[src/rtl/isc_pkg.sv]
package isc_pkg;
  typedef enum logic [1:0] {
    OP_DELIVER = 2'd0,
    OP_EOI     = 2'd1,
    OP_CONFIG  = 2'd2,
    OP_RSVD    = 2'd3
  } isc_op_e;

  typedef enum logic [2:0] {
    ST_IDLE,
    ST_DELIV,
    ST_OFFER,
    ST_CHECK,
    ST_SCAN
  } isc_st_e;

  localparam logic [7:0] PRIO_MASKED = 8'hFF;
endpackage

[src/rtl/isc_src_bank.sv]
module isc_src_bank #(
  parameter int NUM_SRC = 16,
  parameter int SRV_W   = 6,
  localparam int IDX_W  = (NUM_SRC > 1) ? $clog2(NUM_SRC) : 1
) (
  input  logic                          clk,
  input  logic                          rst_n,
  input  logic [NUM_SRC-1:0]            src_level,
  input  logic [IDX_W-1:0]              act_idx,
  input  logic                          cfg_we,
  input  logic [7:0]                    cfg_prio,
  input  logic [SRV_W-1:0]              cfg_srv,
  input  logic                          rs_set,
  input  logic                          rs_clr,
  input  logic                          mp_set,
  input  logic                          mp_clr,
  output logic [NUM_SRC-1:0][7:0]       prio_v,
  output logic [NUM_SRC-1:0][SRV_W-1:0] srv_v,
  output logic [NUM_SRC-1:0]            mpend_v,
  output logic [NUM_SRC-1:0]            resend_v,
  output logic [NUM_SRC-1:0]            asserted_v
);
  import isc_pkg::*;

  for (genvar i = 0; i < NUM_SRC; i++) begin : g_src
    logic hit;
    assign hit = (act_idx == IDX_W'(i));

    always_ff @(posedge clk or negedge rst_n) begin
      if (!rst_n) begin
        prio_v[i]     <= PRIO_MASKED;
        srv_v[i]      <= '0;
        mpend_v[i]    <= 1'b0;
        resend_v[i]   <= 1'b0;
        asserted_v[i] <= 1'b0;
      end else begin
        asserted_v[i] <= src_level[i];
        if (cfg_we && hit) begin
          prio_v[i] <= cfg_prio;
          srv_v[i]  <= cfg_srv;
        end
        if (rs_set && hit)      resend_v[i] <= 1'b1;
        else if (rs_clr && hit) resend_v[i] <= 1'b0;
        if (mp_set && hit)      mpend_v[i] <= 1'b1;
        else if (mp_clr && hit) mpend_v[i] <= 1'b0;
      end
    end
  end
endmodule

[src/rtl/isc_seq.sv]
module isc_seq #(
  parameter int NUM_SRC   = 16,
  parameter int SRC_W     = 12,
  parameter int BANK_BASE = 16,
  parameter int IPI_NUM   = 2,
  localparam int IDX_W    = (NUM_SRC > 1) ? $clog2(NUM_SRC) : 1,
  localparam int CNT_W    = $clog2(NUM_SRC + 1)
) (
  input  logic                    clk,
  input  logic                    rst_n,
  input  logic                    req_valid,
  input  logic [1:0]              req_op,
  input  logic [SRC_W-1:0]        req_src,
  input  logic [7:0]              req_prio,
  output logic                    req_ready,
  input  logic                    rescan_req,
  output logic                    busy,
  output logic                    ofr_valid,
  input  logic                    ofr_ready,
  input  logic                    ofr_accept,
  input  logic                    pres_need_resend,
  output logic                    resend_bank_set,
  input  logic [NUM_SRC-1:0][7:0] prio_v,
  input  logic [NUM_SRC-1:0]      mpend_v,
  input  logic [NUM_SRC-1:0]      resend_v,
  input  logic [NUM_SRC-1:0]      asserted_v,
  output logic [IDX_W-1:0]        act_idx,
  output logic                    cfg_we,
  output logic                    rs_set,
  output logic                    rs_clr,
  output logic                    mp_set,
  output logic                    mp_clr
);
  import isc_pkg::*;

  isc_st_e          st, ret_st;
  logic [IDX_W-1:0] cur;
  logic [CNT_W-1:0] scan_ptr;
  logic             ret_scan;

  logic [SRC_W-1:0] rel;
  logic             in_bank, is_ipi, req_fire, unmask, cur_masked, routable;
  logic [IDX_W-1:0] req_idx;

  assign rel        = req_src - SRC_W'(BANK_BASE);
  assign in_bank    = (req_src >= SRC_W'(BANK_BASE)) && (rel < SRC_W'(NUM_SRC));
  assign req_idx    = rel[IDX_W-1:0];
  assign is_ipi     = (req_src == SRC_W'(IPI_NUM));
  assign routable   = in_bank && !is_ipi;

  assign req_ready  = (st == ST_IDLE) && !rescan_req;
  assign req_fire   = req_valid && req_ready;
  assign busy       = (st != ST_IDLE);
  assign act_idx    = (st == ST_IDLE) ? req_idx : cur;
  assign cur_masked = (prio_v[cur] == PRIO_MASKED);
  assign ret_st     = ret_scan ? ST_SCAN : ST_IDLE;

  assign cfg_we     = req_fire && (req_op == OP_CONFIG) && in_bank;
  assign unmask     = cfg_we && (req_prio != PRIO_MASKED) && mpend_v[req_idx];
  assign mp_clr     = unmask;
  assign rs_clr     = (st == ST_DELIV);
  assign mp_set     = (st == ST_DELIV) && cur_masked;
  assign ofr_valid  = (st == ST_OFFER);
  assign rs_set     = ofr_valid && ofr_ready && !ofr_accept;
  assign resend_bank_set = rs_set;

  always_ff @(posedge clk or negedge rst_n) begin
    if (!rst_n) begin
      st       <= ST_IDLE;
      cur      <= '0;
      scan_ptr <= '0;
      ret_scan <= 1'b0;
    end else begin
      case (st)
        ST_IDLE: begin
          if (rescan_req) begin
            st       <= ST_SCAN;
            scan_ptr <= '0;
          end else if (req_fire) begin
            ret_scan <= 1'b0;
            case (req_op)
              OP_DELIVER: if (routable) begin
                cur <= req_idx;
                st  <= ST_DELIV;
              end
              OP_EOI: if (routable && asserted_v[req_idx]) begin
                cur <= req_idx;
                st  <= ST_DELIV;
              end
              OP_CONFIG: if (unmask) begin
                cur <= req_idx;
                st  <= ST_DELIV;
              end
              default: ;
            endcase
          end
        end
        ST_DELIV: st <= cur_masked ? ret_st : ST_OFFER;
        ST_OFFER: if (ofr_ready) st <= ofr_accept ? ret_st : ST_CHECK;
        ST_CHECK: st <= pres_need_resend ? ret_st : ST_DELIV;
        ST_SCAN: begin
          if (scan_ptr == CNT_W'(NUM_SRC)) begin
            st       <= ST_IDLE;
            ret_scan <= 1'b0;
          end else begin
            scan_ptr <= scan_ptr + 1'b1;
            if (resend_v[scan_ptr[IDX_W-1:0]]) begin
              cur      <= scan_ptr[IDX_W-1:0];
              ret_scan <= 1'b1;
              st       <= ST_DELIV;
            end
          end
        end
        default: st <= ST_IDLE;
      endcase
    end
  end
endmodule

[src/rtl/isc_ctrl.sv]
module isc_ctrl #(
  parameter int NUM_SRC   = 16,
  parameter int SRC_W     = 12,
  parameter int SRV_W     = 6,
  parameter int BANK_BASE = 16,
  parameter int IPI_NUM   = 2
) (
  input  logic               clk,
  input  logic               rst_n,
  input  logic [NUM_SRC-1:0] src_level,
  input  logic               req_valid,
  output logic               req_ready,
  input  logic [1:0]         req_op,
  input  logic [SRC_W-1:0]   req_src,
  input  logic [7:0]         req_prio,
  input  logic [SRV_W-1:0]   req_server,
  input  logic               rescan_req,
  output logic               busy,
  output logic               ofr_valid,
  input  logic               ofr_ready,
  input  logic               ofr_accept,
  input  logic               pres_need_resend,
  output logic [SRC_W-1:0]   ofr_src,
  output logic [SRV_W-1:0]   ofr_server,
  output logic [7:0]         ofr_prio,
  output logic               resend_bank_set
);
  localparam int IDX_W = (NUM_SRC > 1) ? $clog2(NUM_SRC) : 1;

  logic [NUM_SRC-1:0][7:0]       prio_v;
  logic [NUM_SRC-1:0][SRV_W-1:0] srv_v;
  logic [NUM_SRC-1:0]            mpend_v, resend_v, asserted_v;
  logic [IDX_W-1:0]              act_idx;
  logic                          cfg_we, rs_set, rs_clr, mp_set, mp_clr;

  isc_src_bank #(.NUM_SRC(NUM_SRC), .SRV_W(SRV_W)) u_bank (
    .clk(clk), .rst_n(rst_n), .src_level(src_level), .act_idx(act_idx),
    .cfg_we(cfg_we), .cfg_prio(req_prio), .cfg_srv(req_server),
    .rs_set(rs_set), .rs_clr(rs_clr), .mp_set(mp_set), .mp_clr(mp_clr),
    .prio_v(prio_v), .srv_v(srv_v), .mpend_v(mpend_v),
    .resend_v(resend_v), .asserted_v(asserted_v)
  );

  isc_seq #(
    .NUM_SRC(NUM_SRC), .SRC_W(SRC_W), .BANK_BASE(BANK_BASE), .IPI_NUM(IPI_NUM)
  ) u_seq (
    .clk(clk), .rst_n(rst_n), .req_valid(req_valid), .req_op(req_op),
    .req_src(req_src), .req_prio(req_prio), .req_ready(req_ready),
    .rescan_req(rescan_req), .busy(busy), .ofr_valid(ofr_valid),
    .ofr_ready(ofr_ready), .ofr_accept(ofr_accept),
    .pres_need_resend(pres_need_resend), .resend_bank_set(resend_bank_set),
    .prio_v(prio_v), .mpend_v(mpend_v), .resend_v(resend_v),
    .asserted_v(asserted_v), .act_idx(act_idx), .cfg_we(cfg_we),
    .rs_set(rs_set), .rs_clr(rs_clr), .mp_set(mp_set), .mp_clr(mp_clr)
  );

  assign ofr_src    = SRC_W'(BANK_BASE) + SRC_W'(act_idx);
  assign ofr_server = srv_v[act_idx];
  assign ofr_prio   = prio_v[act_idx];
endmodule

[config.mk]
export PLATFORM = sky130hd
export DESIGN_NAME = isc_ctrl
export DESIGN_NICKNAME = d
export VERILOG_FILES = /design/src/rtl/isc_pkg.sv /design/src/rtl/isc_src_bank.sv /design/src/rtl/isc_seq.sv /design/src/rtl/isc_ctrl.sv
export SDC_FILE = /design/constraint.sdc
export NUM_CORES = 1
export LEC_CHECK = 0
export BUFFER_PORTS_ARGS = -buffer_cell sky130_fd_sc_hd__buf_2
export CAP_MARGIN = 20
export CORE_MARGIN = 2
export CORE_UTILIZATION = 66
export DETAILED_ROUTE_END_ITERATION = 10
export GPL_ROUTABILITY_DRIVEN = 0
export GPL_TIMING_DRIVEN = 0
export PLACE_DENSITY_LB_ADDON = 0.1
export RECOVER_POWER = 50
export SYNTH_ARGS = -nofsm -noshare
export SYNTH_HDL_FRONTEND = slang
export SYNTH_SLANG_ARGS = --single-unit
[constraint.sdc]
create_clock -name clk -period 9.1 [get_ports clk]
set_clock_uncertainty 0.1 [all_clocks]
set_input_delay 1.82 -clock clk [delete_from_list [all_inputs] [get_ports clk]]
set_output_delay 1.82 -clock clk [all_outputs]
set_load 0.01 [all_outputs]
# Word level (Yosys, flattened, before mapping)
# Cells that the tools add are included.
# word_totals
ramBits	0
memories	0
latchBits	0
output_inout_bits	30
reg_bits	285
mem_bits_ro	0
word_cells	378
# op_classes
eq_ne	41
muxes	108
n_div	0
addsub	3
n_reduce_logical	136
mul	0
magnitude_cmp	6
n_bitwise	0
n_shift	0
# ops
operator	count
$logic_and 1x1->1	92
$mux 1	71
$reduce_bool 2->1	33
$bmux 8 s4	2
$mux 3	12
$eq 4x4->1 const B	8
$mux 4	8
$bmux 6 s4	1
$lt 4x5->1 const B	4
$eq 4x3->1 const B	4
$mux 8	2
$pmux 3 s5	1
$bmux 1 s4	3
$eq 12x2->1 const B	1
$ge 12x5->1 const B	1
$lt 12x5->1 const B	1
$ne 4x4->1 const B	3
$pmux 4 s3	1
$sub 12x5->12 const B	1
$mux 5	2
$pmux 5 s2	1
$pmux 3 s3	1
$reduce_and 9->1	1
$eq 4x2->1 const B	2
other kinds (29)	38

# Depth between registers and ports, before layout
# Gate-level depths: netlist of run 1.
# depth
ltp_word	12
ltp_mapped	11

# By module
# A second synthesis of run 1 with hierarchy kept.
# unflattened
cells_unflattened	1003
hier_area_um2	14216.1
# modules_own_cells
mod	area_per_inst_um2	cells_each	n_inst
isc_src_bank	10455.0	648	1
isc_seq	2047.0	227	1
isc_ctrl	1714.1	128	1

# Least setup slack after synthesis of run 1
# No wires, ideal clock.
# synth_timing
kind	input to output
start	input req_src[1]
end	output ofr_prio[0]
slack_ns	3.413
n_path_buf	4
t_required_ns	7.180
arrival_time_ns	3.767
stages	11
path_cell_list	buf_2 -> or4b_4 -> and2_1 -> buf_6 -> inv_6 -> buf_6 -> buf_2 -> nand2_1 -> a311oi_1 -> a31oi_1 -> a21oi_1
# synth_between
elab_chain_cells	4
# synth_rtl
element	line_no	source
start, declared	isc_ctrl.sv:14	input logic [SRC_W-1:0] req_src,
$sub 12x5->12	isc_seq.sv:45	assign rel = req_src - SRC_W'(BANK_BASE);
$mux 4	isc_seq.sv:54	assign act_idx = (st == ST_IDLE) ? req_idx : cur;
$bmux 8 s4	isc_ctrl.sv:59	assign ofr_prio = prio_v[act_idx];
$mux 8 (implied by the code)	isc_ctrl.sv:59	
end, declared	isc_ctrl.sv:25	output logic [7:0] ofr_prio,
# Every way passes these cells. The select of a mux whose other input is x is not followed.

# Worst setup path after layout of run 1
# layout_timing
start	input req_src[1]
end	output ofr_prio[5]
# Same word-level chain as after synthesis.

==> results of run 1 <==
==> logic make-up after synthesis <==
family          share of synthesized area (%)
flops                                   51.02
fa+ha+maj                              0.1750
mux                                     22.79
xor+xnor                               0.1839
other cells                           0.05254
simple gates                            13.28
buf+inv                                 4.079
compound gates                          8.430
==> worst paths after layout <==
check                                       end  slack (ps)  depth (start not counted)
setup / recovery                    ofr_prio[5]        2300                         12
hold / removal                 u_bank.srv_v[46]         400                          1
setup reg to reg               u_bank.srv_v[47]        5420                          9
hold reg to reg                u_bank.srv_v[46]         400                          1
max in group asynchronous       u_bank.srv_v[6]        3700                          1
min in group asynchronous  u_bank.asserted_v[1]        2710                          1
==> routing by layer <==
metal / vias to the layer above / track usage (%) / share of wire, %
li1: 4752 / - / -
met3: 129 / 4.699 / 7.5
met4: 0 / 17.43 / 5.5
met2: 570 / 59.11 / 48
met5: - / 0 / 0
met1: 5471 / 47.05 / 39
==> critical path, delay by kind of cell <==
family,cells,cell delay [ps]
simple gates,3,820
buf+inv,6,1120
compound gates,3,1100
==> area by class of cell <==
type | instances | area, sq um | share of cell area [%]
clock inverters | 15 | 160.2 | 0.9937
repair buffers | 71 | 399.1 | 2.477
plain buffers | 99 | 531.8 | 3.299
inverters | 12 | 50.05 | 0.3105
flip-flops and latches | 285 | 7292 | 45.24
diodes | 2 | 5.005 | 0.03105
clock buffers | 41 | 893.4 | 5.543
well taps | 275 | 344.1 | 2.135
multi-input cells | 856 | 6441 | 39.97
==> cells in the mapped netlist, types with 4 or more instances <==
cell type  count
a211oi_1      23
buf_2         14
nor2_2        16
clkbuf_1      49
nor2_1        22
a21oi_1       27
dfrtp_1      157
a31oi_1        8
buf_4         27
nor2b_1        5
mux2i_1       34
nor4_1         8
nor3_1        15
mux2_2       232
buf_6          4
nor3b_1        5
nand3_1       64
nand4_1       22
dfstp_2      128
and3_1        25
nand2b_1       9
mux4_2        12
o21ai_0       73
a311oi_1      37
inv_1          9
nand4b_1       4
nand2_1      163
==> registers in the layout (all words and copies together) (netlist names) <==
signal,count
u_seq.cur,4
u_seq.scan_ptr,5
u_bank.prio_v,128
u_seq.ret_scan,1
u_seq.st,3
u_bank.asserted_v,16
u_bank.resend_v,16
u_bank.srv_v,96
u_bank.mpend_v,16
==> per-stage QoR <==
stage / utilization, % / total power, mW / hold WS (ps) / cells
floorplan: - / 2.279 / 358.0 / 1252
CTS: 76.22 / 4.118 / 392.8 / 1654
detailed placement: 71.24 / 2.834 / 379.3 / 1598
finish: 76.19 / 4.161 / 395.2 / 1656
global route: 76.16 / 4.296 / 411.7 / 1654
global placement: 70.94 / 2.805 / 367.3 / 1596
==> power groups by stage <==
stage	registers (mW)	logic [mW]	clock network, mW
2_1_floorplan	1.39	0.893	0
3_3_place_gp	1.40	1.40	0
3_5_place_dp	1.41	1.43	0
4_1_cts	1.39	1.44	1.29
5_1_grt	1.40	1.56	1.34
6_report	1.39	1.48	1.29
==> cell usage in the layout, fill, tap and decap left out, types with 3 or more instances in the layout <==
cell type	n
bufinv_16	3
and3_1	25
conb_1	8
nor3_1	15
buf_4	27
nand4_1	22
clkinv_2	10
buf_6	4
clkbuf_16	31
xor2_1	3
buf_1	3
nor2_2	16
dfstp_2	128
a22o_1	3
nand2b_1	9
nand2_1	163
mux2_2	232
a21oi_1	27
o21ai_0	73
mux4_2	12
o211ai_1	3
inv_1	9
clkbuf_1	53
nand3_1	64
mux2_1	3
clkbuf_8	8
a311oi_1	37
a211oi_1	23
nor3b_1	5
nand4b_1	4
mux2i_1	34
nor4_1	8
nor2b_1	5
a31oi_1	8
dfrtp_1	157
nor2_1	22
buf_2	81
==> PnR_summary.wiki, run 1 <==
{| class="wikitable"
! Metric !! Value
|-
| Area overhead of the layout relative to synthesis || 12.75%
|-
| Data required time of the worst path || 7180 ps
|-
| Final-layout fill cell count || about 1.4k
|-
| DR vias/cell || 6.595
|-
| Max-slew headroom at the worst pin || -193.6%
|-
| Die Area || 22850 sq um
|-
| Root Buffer Master || clkbuf_16
|-
| Number of clock sinks || ~290
|-
| Summed instance area of the synthesized netlist || between 10000 and 15000 sq um
|-
| Startpoint kind of the worst setup timing path || input port
|-
| Clock share of power || 30.9%
|-
| Clk pin slew, worst setup/hold paths || 60 ps
|-
| Unrepaired setup endpoints after global routing || no
|-
| Master of the slowest instance on the critical path || a311oi_1
|-
| Antenna violations before repair || 1
|-
| Arrival time worst endpoint || 4880 ps
|-
| Total count of hold-check failures in the final report || 0
|-
| Combinational group share of total power || about 36%
|-
| Worst VDD drop || 0.1948 mV
|-
| Post-synth top area share || 27.49%
|-
| Post-place setup slack || 2398 ps
|-
| Maximum number of pins on one net before global-route repair || between 100 and 150
|-
| Biggest area consumer among synthesized cells || dfrtp_1
|-
| Resized Gates After CTS || 0
|-
| Die boundary width || 151.2 um
|-
| Synth async-reset ratio || 100.0%
|-
| Antenna viol nets, final || 0
|-
| Count of H-tree levels built during CTS || 1
|-
| Grt total ovfl || 0
|-
| Max stage delay on crit path || 790 ps
|-
| I/O Buffers || between 60 and 70
|-
| RR Startpoint || u_seq.st[1]
|-
| Switching share of total power || 39.05%
|-
| Most frequently used flop master after synthesis || dfrtp_1
|-
| Sequential group share of total power || 33.4%
|-
| Top-Level Pins || 81
|-
| Most repeated library cell on the critical path || buf_2
|-
| Core Box Area || ~21000 sq um
|-
| Detailed Route Iter0 Violations || 948
|-
| Number of cells produced by synthesis || ~1.2k
|-
| Final TNS setup || 0 ps
|-
| Part of the Yosys area used for sequential elements || 51.02%
|-
| Post-CTS Hold Fix Bufs || 0
|-
| Min cycle time layout || 6804 ps
|-
| Yosys warning total || 0
|-
| Global-route usage over all layers || 35.76%
|-
| Number of global-route vias before repair || ~11k
|-
| Net switching power || approximately 1.6 mW
|-
| Critical Path End Type || output pin
|-
| Max-cap viol count || 1
|-
| Setup WS post-layout || 2296 ps
|-
| Number of design rule violations left after detail routing || 0
|-
| Number of distinct standard cells referenced by the synthesized netlist || 64
|-
| Origin of the worst min-delay path || u_bank.srv_v[46]
|-
| Status || finished with violations
|-
| DR WL/cell || around 24 um
|-
| Clock latency reported for the late side of the worst-skew pair || 570 ps
|-
| Total placed instance area || approximately 15000 sq um
|-
| Fin crit share || 74.77%
|-
| Setup violators final || 0
|-
| Number of max-slew violations in the final report || around 80
|-
| Average cell area after synthesis || 11.47 sq um
|-
| Maximum fanout along the worst path || 10
|-
| Clock tree from TritonCTS || yes
|-
| Drt pass-1 iters || 5
|-
| Power density relative to cell area || 258.2 nW/um^2
|-
| Starting Density || around two thirds
|-
| Origin of the worst setup path || req_src[1]
|-
| Hold crit path type || reg2reg
|-
| Leakage power of the design || between 6 and 7 nW
|-
| Area contributors post-synth || dfrtp_1 (27%), dfstp_2 (24%), mux2_2 (18%)
|-
| Internal power component || 2.536 mW
|-
| Slew at the pin closest to its max-slew limit || 4404 ps
|-
| Placed wire-length estimate || 28.09 mm
|-
| Final nets || 1408
|-
| Critical path start-end classification || in2out
|-
| Total clock buffers created by CTS || 30
|-
| Vertical die dimension || 151.2 um
|-
| Maximum frequency from static timing analysis || 147.0 MHz
|-
| Failing checks || capacitance limit, slew limit
|-
| Number of setup buffers added after CTS || 0
|-
| Maximum count of clock buffers along a single path || 3
|-
| Share of post-route cells with drive strength above 1 || 41.41%
|-
| Summed area of non-filler cells in the final layout || 16120 sq um
|-
| Post-synthesis sequential element count || 285
|-
| # rows || 53
|-
| Cell breakdown of the critical path || buf_2 > or4b_4 > and2_1 > buf_6 > inv_6 > buf_6 > buf_2 > nand2_1 > a311oi_1 > a31oi_1 > a21oi_1 > buf_2
|-
| Wire length of the first global-routing pass || 61.18 mm
|-
| Vias || 10.92k
|-
| Number of synthesized flops with an enable pin || 0
|-
| Overall routed net length || between 40 and 50 mm
|}
No activity file was read; power rests on OpenSTA's default activity.
==> inputs of run 2 (changes only) <==
CORE_UTILIZATION = 56   (was 66)
clock period = 5.5 ns   (was 9.1 ns; I/O delays follow)
==> run 2 against run 1 <==
- the run still ends with capacitance limit, slew limit left
- via count decreased by 3.4%
- cell area is 0.27% higher
- first-iteration DRC count grew 13%
- global-route usage is 5.6 points lower
- critical path depth stayed put
- flip-flop and latch count is the same
- clock power grew 60%
- setup slack worse by 2200 ps
- combinational power up 66%
- die area grew 17%
- sequential power up 65%
- hold slack gained 6.5 ps
- largest cell class unchanged
==> PnR_summary.wiki, run 2 (same netlist as run 1, synthesis figures left out) <==
{| class="wikitable"
! Metric !! Value
|-
| Status || finished with violations
|-
| Failing checks || capacitance limit, slew limit
|-
| Data required time of the worst path || 4300 ps (-2880 ps)
|-
| Total clock buffers created by CTS || 30 (unchanged)
|-
| Area overhead of the layout relative to synthesis || 13.06%
|-
| Die Area || 26820 sq um (+17%)
|-
| Master of the slowest instance on the critical path || a311oi_1
|-
| Grt total ovfl || 0 (unchanged)
|-
| RR Startpoint || u_seq.st[0]
|-
| Top register by number of flip-flops || u_bank.prio_v
|-
| Cell breakdown of the critical path || buf_2 > or4b_4 > and2_1 > buf_6 > inv_6 > buf_6 > buf_2 > nand2_1 > a311oi_1 > a31oi_1 > a21oi_1 > buf_2
|-
| Number of clock sinks || 285 (unchanged)
|-
| Registers with the most flip-flops || u_bank.prio_v: 128 flops, u_bank.srv_v: 96 flops
|-
| Maximum fanout along the worst path || 10 (unchanged)
|-
| Placed wire-length estimate || 28.70 mm (+2.2%)
|-
| Drt pass-1 iters || 6 (+1)
|-
| Antenna viol nets, final || 0 (unchanged)
|-
| Critical Path End Type || output pin
|-
| Commonest cells after routing, fill and taps aside || mux2_2 (232), nand2_1 (163), dfrtp_1 (157)
|-
| Starting Density || 56.93% (-11 points)
|-
| Number of setup buffers added after CTS || 0 (unchanged)
|-
| Antenna Cells || 0 (-2)
|-
| Root Buffer Master || clkbuf_16
|-
| Count of H-tree levels built during CTS || 1 (unchanged)
|-
| Most common cell after layout, fill and taps aside || mux2_2
|-
| Setup violators final || 0 (unchanged)
|-
| Startpoint kind of the worst setup timing path || input port
|-
| Origin of the worst min-delay path || u_bank.mpend_v[0]
|-
| Min cycle time layout || between 5000 and 6000 ps
|-
| Total design power || 6.824 mW (+64%)
|-
| Vertical die dimension || 163.8 um (+8.3%)
|-
| I/O Buffers || 69 (unchanged)
|-
| Die boundary width || 163.8 um (+8.3%)
|-
| Final TNS setup || 0 ps (unchanged)
|-
| Wire length of the first global-routing pass || 61.21 mm (about the same)
|-
| Number of max-slew violations in the final report || 81 (unchanged)
|-
| Unrepaired setup endpoints after global routing || no
|-
| Share of post-route cells with drive strength above 1 || 41.12% (-0.29 points)
|-
| Maximum frequency from static timing analysis || 185.7 MHz
|-
| Core Box Area || 25110 sq um (+19%)
|-
| Flip-flop count of the largest register, all copies and words added || 128 (unchanged)
|-
| Clock latency reported for the late side of the worst-skew pair || 570 ps (about the same)
|-
| Overall routed net length || 39.51 mm (-1.7%)
|-
| Antenna violations before repair || 1 (unchanged)
|-
| Post-CTS Hold Fix Bufs || 0 (unchanged)
|-
| DR vias/cell || 6.171 (-6.4%)
|-
| Max-slew headroom at the worst pin || -146.4% (+47 points)
|-
| Detailed Route Iter0 Violations || 1067 (+13%)
|-
| Final nets || 1408 (unchanged)
|-
| Slew at the pin closest to its max-slew limit || 3696 ps (-708.3 ps)
|-
| Top-Level Pins || 81 (unchanged)
|-
| Number of design rule violations left after detail routing || 0 (unchanged)
|-
| Maximum count of clock buffers along a single path || 3 (unchanged)
|-
| Arrival time worst endpoint || 4190 ps (-690 ps)
|-
| Maximum number of pins on one net before global-route repair || 115 (-9.4%)
|-
| Max stage delay on crit path || 800 ps (about the same)
|-
| # rows || 58 (+9.4%)
|-
| Clock tree from TritonCTS || yes
|-
| Vias || 10.55k (-3.4%)
|-
| Power density relative to cell area || 422.3 nW/um^2 (+64%)
|-
| Resized Gates After CTS || 0 (unchanged)
|-
| Global-route usage over all layers || 30.16% (-5.6 points)
|-
| Total count of hold-check failures in the final report || 0 (unchanged)
|-
| Number of global-route vias before repair || 10.27k (-5.7%)
|-
| Worst VDD drop || 0.3339 mV (+71%)
|-
| Max-cap viol count || 1 (unchanged)
|-
| Clk pin slew, worst setup/hold paths || 60 ps (about the same)
|-
| Most repeated library cell on the critical path || buf_2
|-
| DR WL/cell || 23.12 um (-4.7%)
|-
| Hold crit path type || reg2reg
|-
| Origin of the worst setup path || req_src[1]
|-
| Final-layout fill cell count || 2006 (+40%)
|-
| Fin crit share || 97.93%
|-
| Critical path start-end classification || in2out
|-
| Leakage power of the design || 6.919 nW (-0.26%)
|}
-- run 2: changes by cell type in the layout (fill, tap and decap cells not counted), moves of 2 or more --
cell | previous run | this run
clkinvlp_4 | 0 | 2
bufinv_16 | 3 | 1
diode_2 | 2 | 0
clkbuf_8 | 8 | 10
clkbuf_1 | 53 | 57
clkinv_2 | 10 | 2
-- run 2: critical path, delay by kind of cell --
kind / cells / cell delay (ps)
AOI/OAI and AO/OA: 3 / 1130
buffers and inverters: 6 / 1120
and+or+nand+nor: 3 / 830
-- run 2: per-stage QoR --
stage / setup WS (ps) / cells / area (sq um) / util, % / hold slack (ps)
floorplan: 1253 / 1252 / 14320 / - / 358.0
global placement: -1968 / 1651 / 15070 / 60.04 / 367.4
detailed placement: 158.2 / 1653 / 15140 / 60.30 / 379.1
CTS: 135.2 / 1709 / 16180 / 64.44 / 393.1
global route: 41.96 / 1709 / 16160 / 64.36 / 415.7
finish: 113.9 / 1709 / 16160 / 64.36 / 401.7
-- run 2: final timing paths --
path | cells past startpoint | slack (ps) | end
worst max register to register | 9 | 1870 | u_bank.srv_v[46]
min in group asynchronous | 1 | 1840 | u_bank.asserted_v[5]
worst max-delay path | 12 | 110 | ofr_prio[2]
max in group asynchronous | 3 | 870 | u_bank.srv_v[73]
worst min-delay path | 2 | 400 | u_bank.mpend_v[0]
worst min register to register | 2 | 400 | u_bank.mpend_v[0]
-- run 2: final cells by class --
type	count	area, sq um	area share [%]
well taps	330	412.9	2.555
inverters	12	50.05	0.3097
multi-input cells	856	6441	39.86
clock inverters	6	71.32	0.4413
plain buffers	99	533.0	3.298
clock buffers	50	968.4	5.993
repair buffers	71	391.6	2.423
flip-flops and latches	285	7292	45.12
-- run 2: power breakdown --
part           total, mW  internal [mW]  switching [mW]
clock network       2.07           1.24           0.829
registers           2.30           2.21          0.0900
logic               2.45          0.713            1.74
total               6.82           4.17            2.66
-- run 2: routing by layer --
layer	GRT usage (%)	share of wire [%]
met5	0	0.033
met2	48.05	46
met4	13.64	5.1
met3	4.192	6.4
met1	41.35	42
==> inputs of run 3 (changes only) <==
CORE_MARGIN = not set   (was 2)
==> run 3 against run 2 <==
- the flow still finishes with violations (capacitance limit, slew limit)
- cell area up 0.25%
- count of clock-buffer cells in the layout shrank 9
- critical path type unchanged
- non-clock buffer count did not move
==> PnR_summary.wiki, run 3 (same netlist as run 1, synthesis figures left out) <==
{| class="wikitable"
! Metric !! Value
|-
| Number of max-slew violations in the final report || 80 (-1.2%)
|-
| Net switching power || 2.692 mW (+1.3%)
|-
| Post-CTS Hold Fix Bufs || 0 (unchanged)
|-
| Sequential group share of total power || 33.1% (-0.6 points)
|-
| Met1 layer usage reported by global route || 41.57% (+0.22 points)
|-
| Critical path start-end classification || in2out
|-
| Placed wire-length estimate || 28.60 mm (-0.36%)
|-
| Clock share of power || 31.6% (+1.2 points)
|-
| Number of clock sinks || 285 (unchanged)
|-
| Maximum count of clock buffers along a single path || 3 (unchanged)
|-
| Total count of hold-check failures in the final report || 0 (unchanged)
|-
| Count of H-tree levels built during CTS || 1 (unchanged)
|-
| Die Area || 26170 sq um (-2.4%)
|-
| Clock tree from TritonCTS || yes
|-
| Maximum frequency from static timing analysis || 184.8 MHz (-0.48%)
|-
| GRT met3 Usage || 4.341% (+0.15 points)
|-
| Final TNS setup || 0 ps (unchanged)
|-
| Registers with the most flip-flops || u_bank.prio_v: 128 flops, u_bank.srv_v: 96 flops
|-
| Unrepaired setup endpoints after global routing || no
|-
| Antenna viol nets, final || 0 (unchanged)
|-
| Final-layout fill cell count || 2031 (+1.2%)
|-
| Slew at the pin closest to its max-slew limit || 3674 ps (-21.67 ps)
|-
| Setup violators final || 0 (unchanged)
|-
| Share of post-route cells with drive strength above 1 || 41.27% (+0.16 points)
|-
| Number of global-route vias before repair || 10.57k (+2.9%)
|-
| Global-route usage over all layers || 31.43% (+1.3 points)
|-
| Max-slew headroom at the worst pin || -145.0% (+1.4 points)
|-
| Combinational group share of total power || 35.3% (-0.6 points)
|-
| Clk pin slew, worst setup/hold paths || 60 ps (about the same)
|-
| Arrival time worst endpoint || 4210 ps (+20 ps)
|-
| Detailed Route Iter0 Violations || 1062 (-0.47%)
|-
| Global routing met2 resource utilization || 51.42% (+3.4 points)
|-
| Busiest layer in global routing || met2
|-
| Max-cap viol count || 1 (unchanged)
|-
| Register-to-register setup slack || 1920 ps (+50 ps)
|-
| Power density relative to cell area || 428.4 nW/um^2 (+1.4%)
|-
| Status || finished with violations
|-
| I/O Buffers || 69 (unchanged)
|-
| Hold crit path type || reg2reg
|-
| # rows || 58 (unchanged)
|-
| Die boundary width || 161.8 um (-1.2%)
|-
| Maximum number of pins on one net before global-route repair || 126 (+9.6%)
|-
| Flip-flop count of the largest register, all copies and words added || 128 (unchanged)
|-
| Overall routed net length || 39.99 mm (+1.2%)
|-
| Startpoint kind of the worst setup timing path || input port
|-
| Vertical die dimension || 161.8 um (-1.2%)
|-
| Leakage power of the design || 6.936 nW (+0.25%)
|-
| Min cycle time layout || 5412 ps (+25.75 ps)
|-
| Wire length of the first global-routing pass || 62.20 mm (+1.6%)
|-
| Maximum fanout along the worst path || 10 (unchanged)
|-
| DR WL/cell || 23.37 um (+1.1%)
|-
| DR vias/cell || 6.221 (+0.80%)
|-
| Commonest cells after routing, fill and taps aside || mux2_2 (232), nand2_1 (163), dfrtp_1 (157)
|-
| Internal power component || 4.248 mW (+2.0%)
|-
| Fin crit share || 98.40% (+0.47 points)
|-
| Most common cell after layout, fill and taps aside || mux2_2
|-
| Grt total ovfl || 0 (unchanged)
|-
| Clock latency reported for the late side of the worst-skew pair || 580 ps (about the same)
|-
| Resized Gates After CTS || 0 (unchanged)
|-
| Antenna Cells || 0 (unchanged)
|-
| Worst VDD drop || 0.2368 mV (-29%)
|-
| Top register by number of flip-flops || u_bank.prio_v
|-
| Drt pass-1 iters || 7 (+1)
|-
| Number of setup buffers added after CTS || 0 (unchanged)
|-
| Antenna violations before repair || 0 (-1)
|-
| Starting Density || 56.93% (unchanged)
|-
| Vias || 10.64k (+0.92%)
|-
| Failing checks || capacitance limit, slew limit
|-
| Top-Level Pins || 81 (unchanged)
|-
| Critical Path End Type || output pin
|-
| Total clock buffers created by CTS || 31 (+3.3%)
|-
| Switching share of total power || 38.79% (-0.17 points)
|-
| Number of design rule violations left after detail routing || 0 (unchanged)
|-
| Final nets || 1409 (+0.071%)
|-
| Data required time of the worst path || 4300 ps (about the same)
|-
| Area overhead of the layout relative to synthesis || 13.34%
|-
| Utilization after layout || 64.52% (+0.16 points)
|-
| Root Buffer Master || clkbuf_16
|-
| Core Box Area || 25110 sq um (unchanged)
|}
run 3: cell types whose count changed in the layout (fill, tap and decap cells not counted), sizes merged:
cell,delta
clkbuf,-9
clkinv,+6
clkdlybuf4s25,+1
bufinv,+4
inv,+1
dlymetal6s4s,-1
run 3: layout make-up:
type	instances	area, sq um	share of cell area (%)
Timing Repair Buffer	71	389.1	2.402
Inverter	12	50.05	0.3089
Buffer	99	533.0	3.290
Clock buffer	41	853.3	5.267
Tap cell	330	412.9	2.549
Clock inverter	17	229.0	1.413
Sequential cell	285	7292	45.01
Multi-Input combinational cell	856	6441	39.76
run 3: worst max-delay path: stages:
cell and delay, ps:
buf_2 240, or4b_4 550, and2_1 170, buf_6 140, inv_6 80, buf_6 190, buf_2 330, nand2_1 100
a311oi_1 820, a31oi_1 90, a21oi_1 230, buf_2 160
run 3: worst paths after layout:
path,from,to,cells past startpoint
hold reg to reg,u_bank.srv_v[81],u_bank.srv_v[81],1
hold / removal,u_bank.srv_v[81],u_bank.srv_v[81],1
max in group asynchronous,rst_n,u_bank.srv_v[72],2
setup / recovery,req_src[1],ofr_prio[5],12
setup reg to reg,u_seq.st[0],u_bank.srv_v[47],9
min in group asynchronous,rst_n,u_bank.asserted_v[4],1
run 3: power by group through the flow:
stage	Combinational (mW)	Sequential [mW]	Clock, mW
floorplan	1.48	2.29	0
global placement	2.37	2.32	0
detailed placement	2.39	2.33	0
CTS	2.40	2.30	2.22
global route	2.61	2.31	2.30
finish	2.45	2.30	2.19
run 3: metrics by stage:
| step | instances | hold slack (ps) | setup slack, ps | area (sq um) | total power [mW] |
|---|---|---|---|---|---|
| 2_1_floorplan | 1252 | 358.0 | 1253 | 14320 | 3.771 |
| 3_3_place_gp | 1651 | 368.1 | -1943 | 15070 | 4.693 |
| 3_5_place_dp | 1653 | 376.0 | 151.1 | 15140 | 4.722 |
| 4_1_cts | 1711 | 390.1 | 136.3 | 16220 | 6.921 |
| 5_1_grt | 1711 | 393.8 | 26.58 | 16200 | 7.217 |
| 6_report | 1711 | 395.4 | 88.15 | 16200 | 6.940 |
run 3: layer usage:
| layer | part of all wire, % | vias up | wire length, um |
|---|---|---|---|
| met4 | 5.0 | 0 | 2013 |
| li1 | - | 4757 | - |
| met3 | 6.1 | 95 | 2449 |
| met2 | 47 | 420 | 18910 |
| met5 | 0 | - | 0 |
| met1 | 42 | 5372 | 16620 |
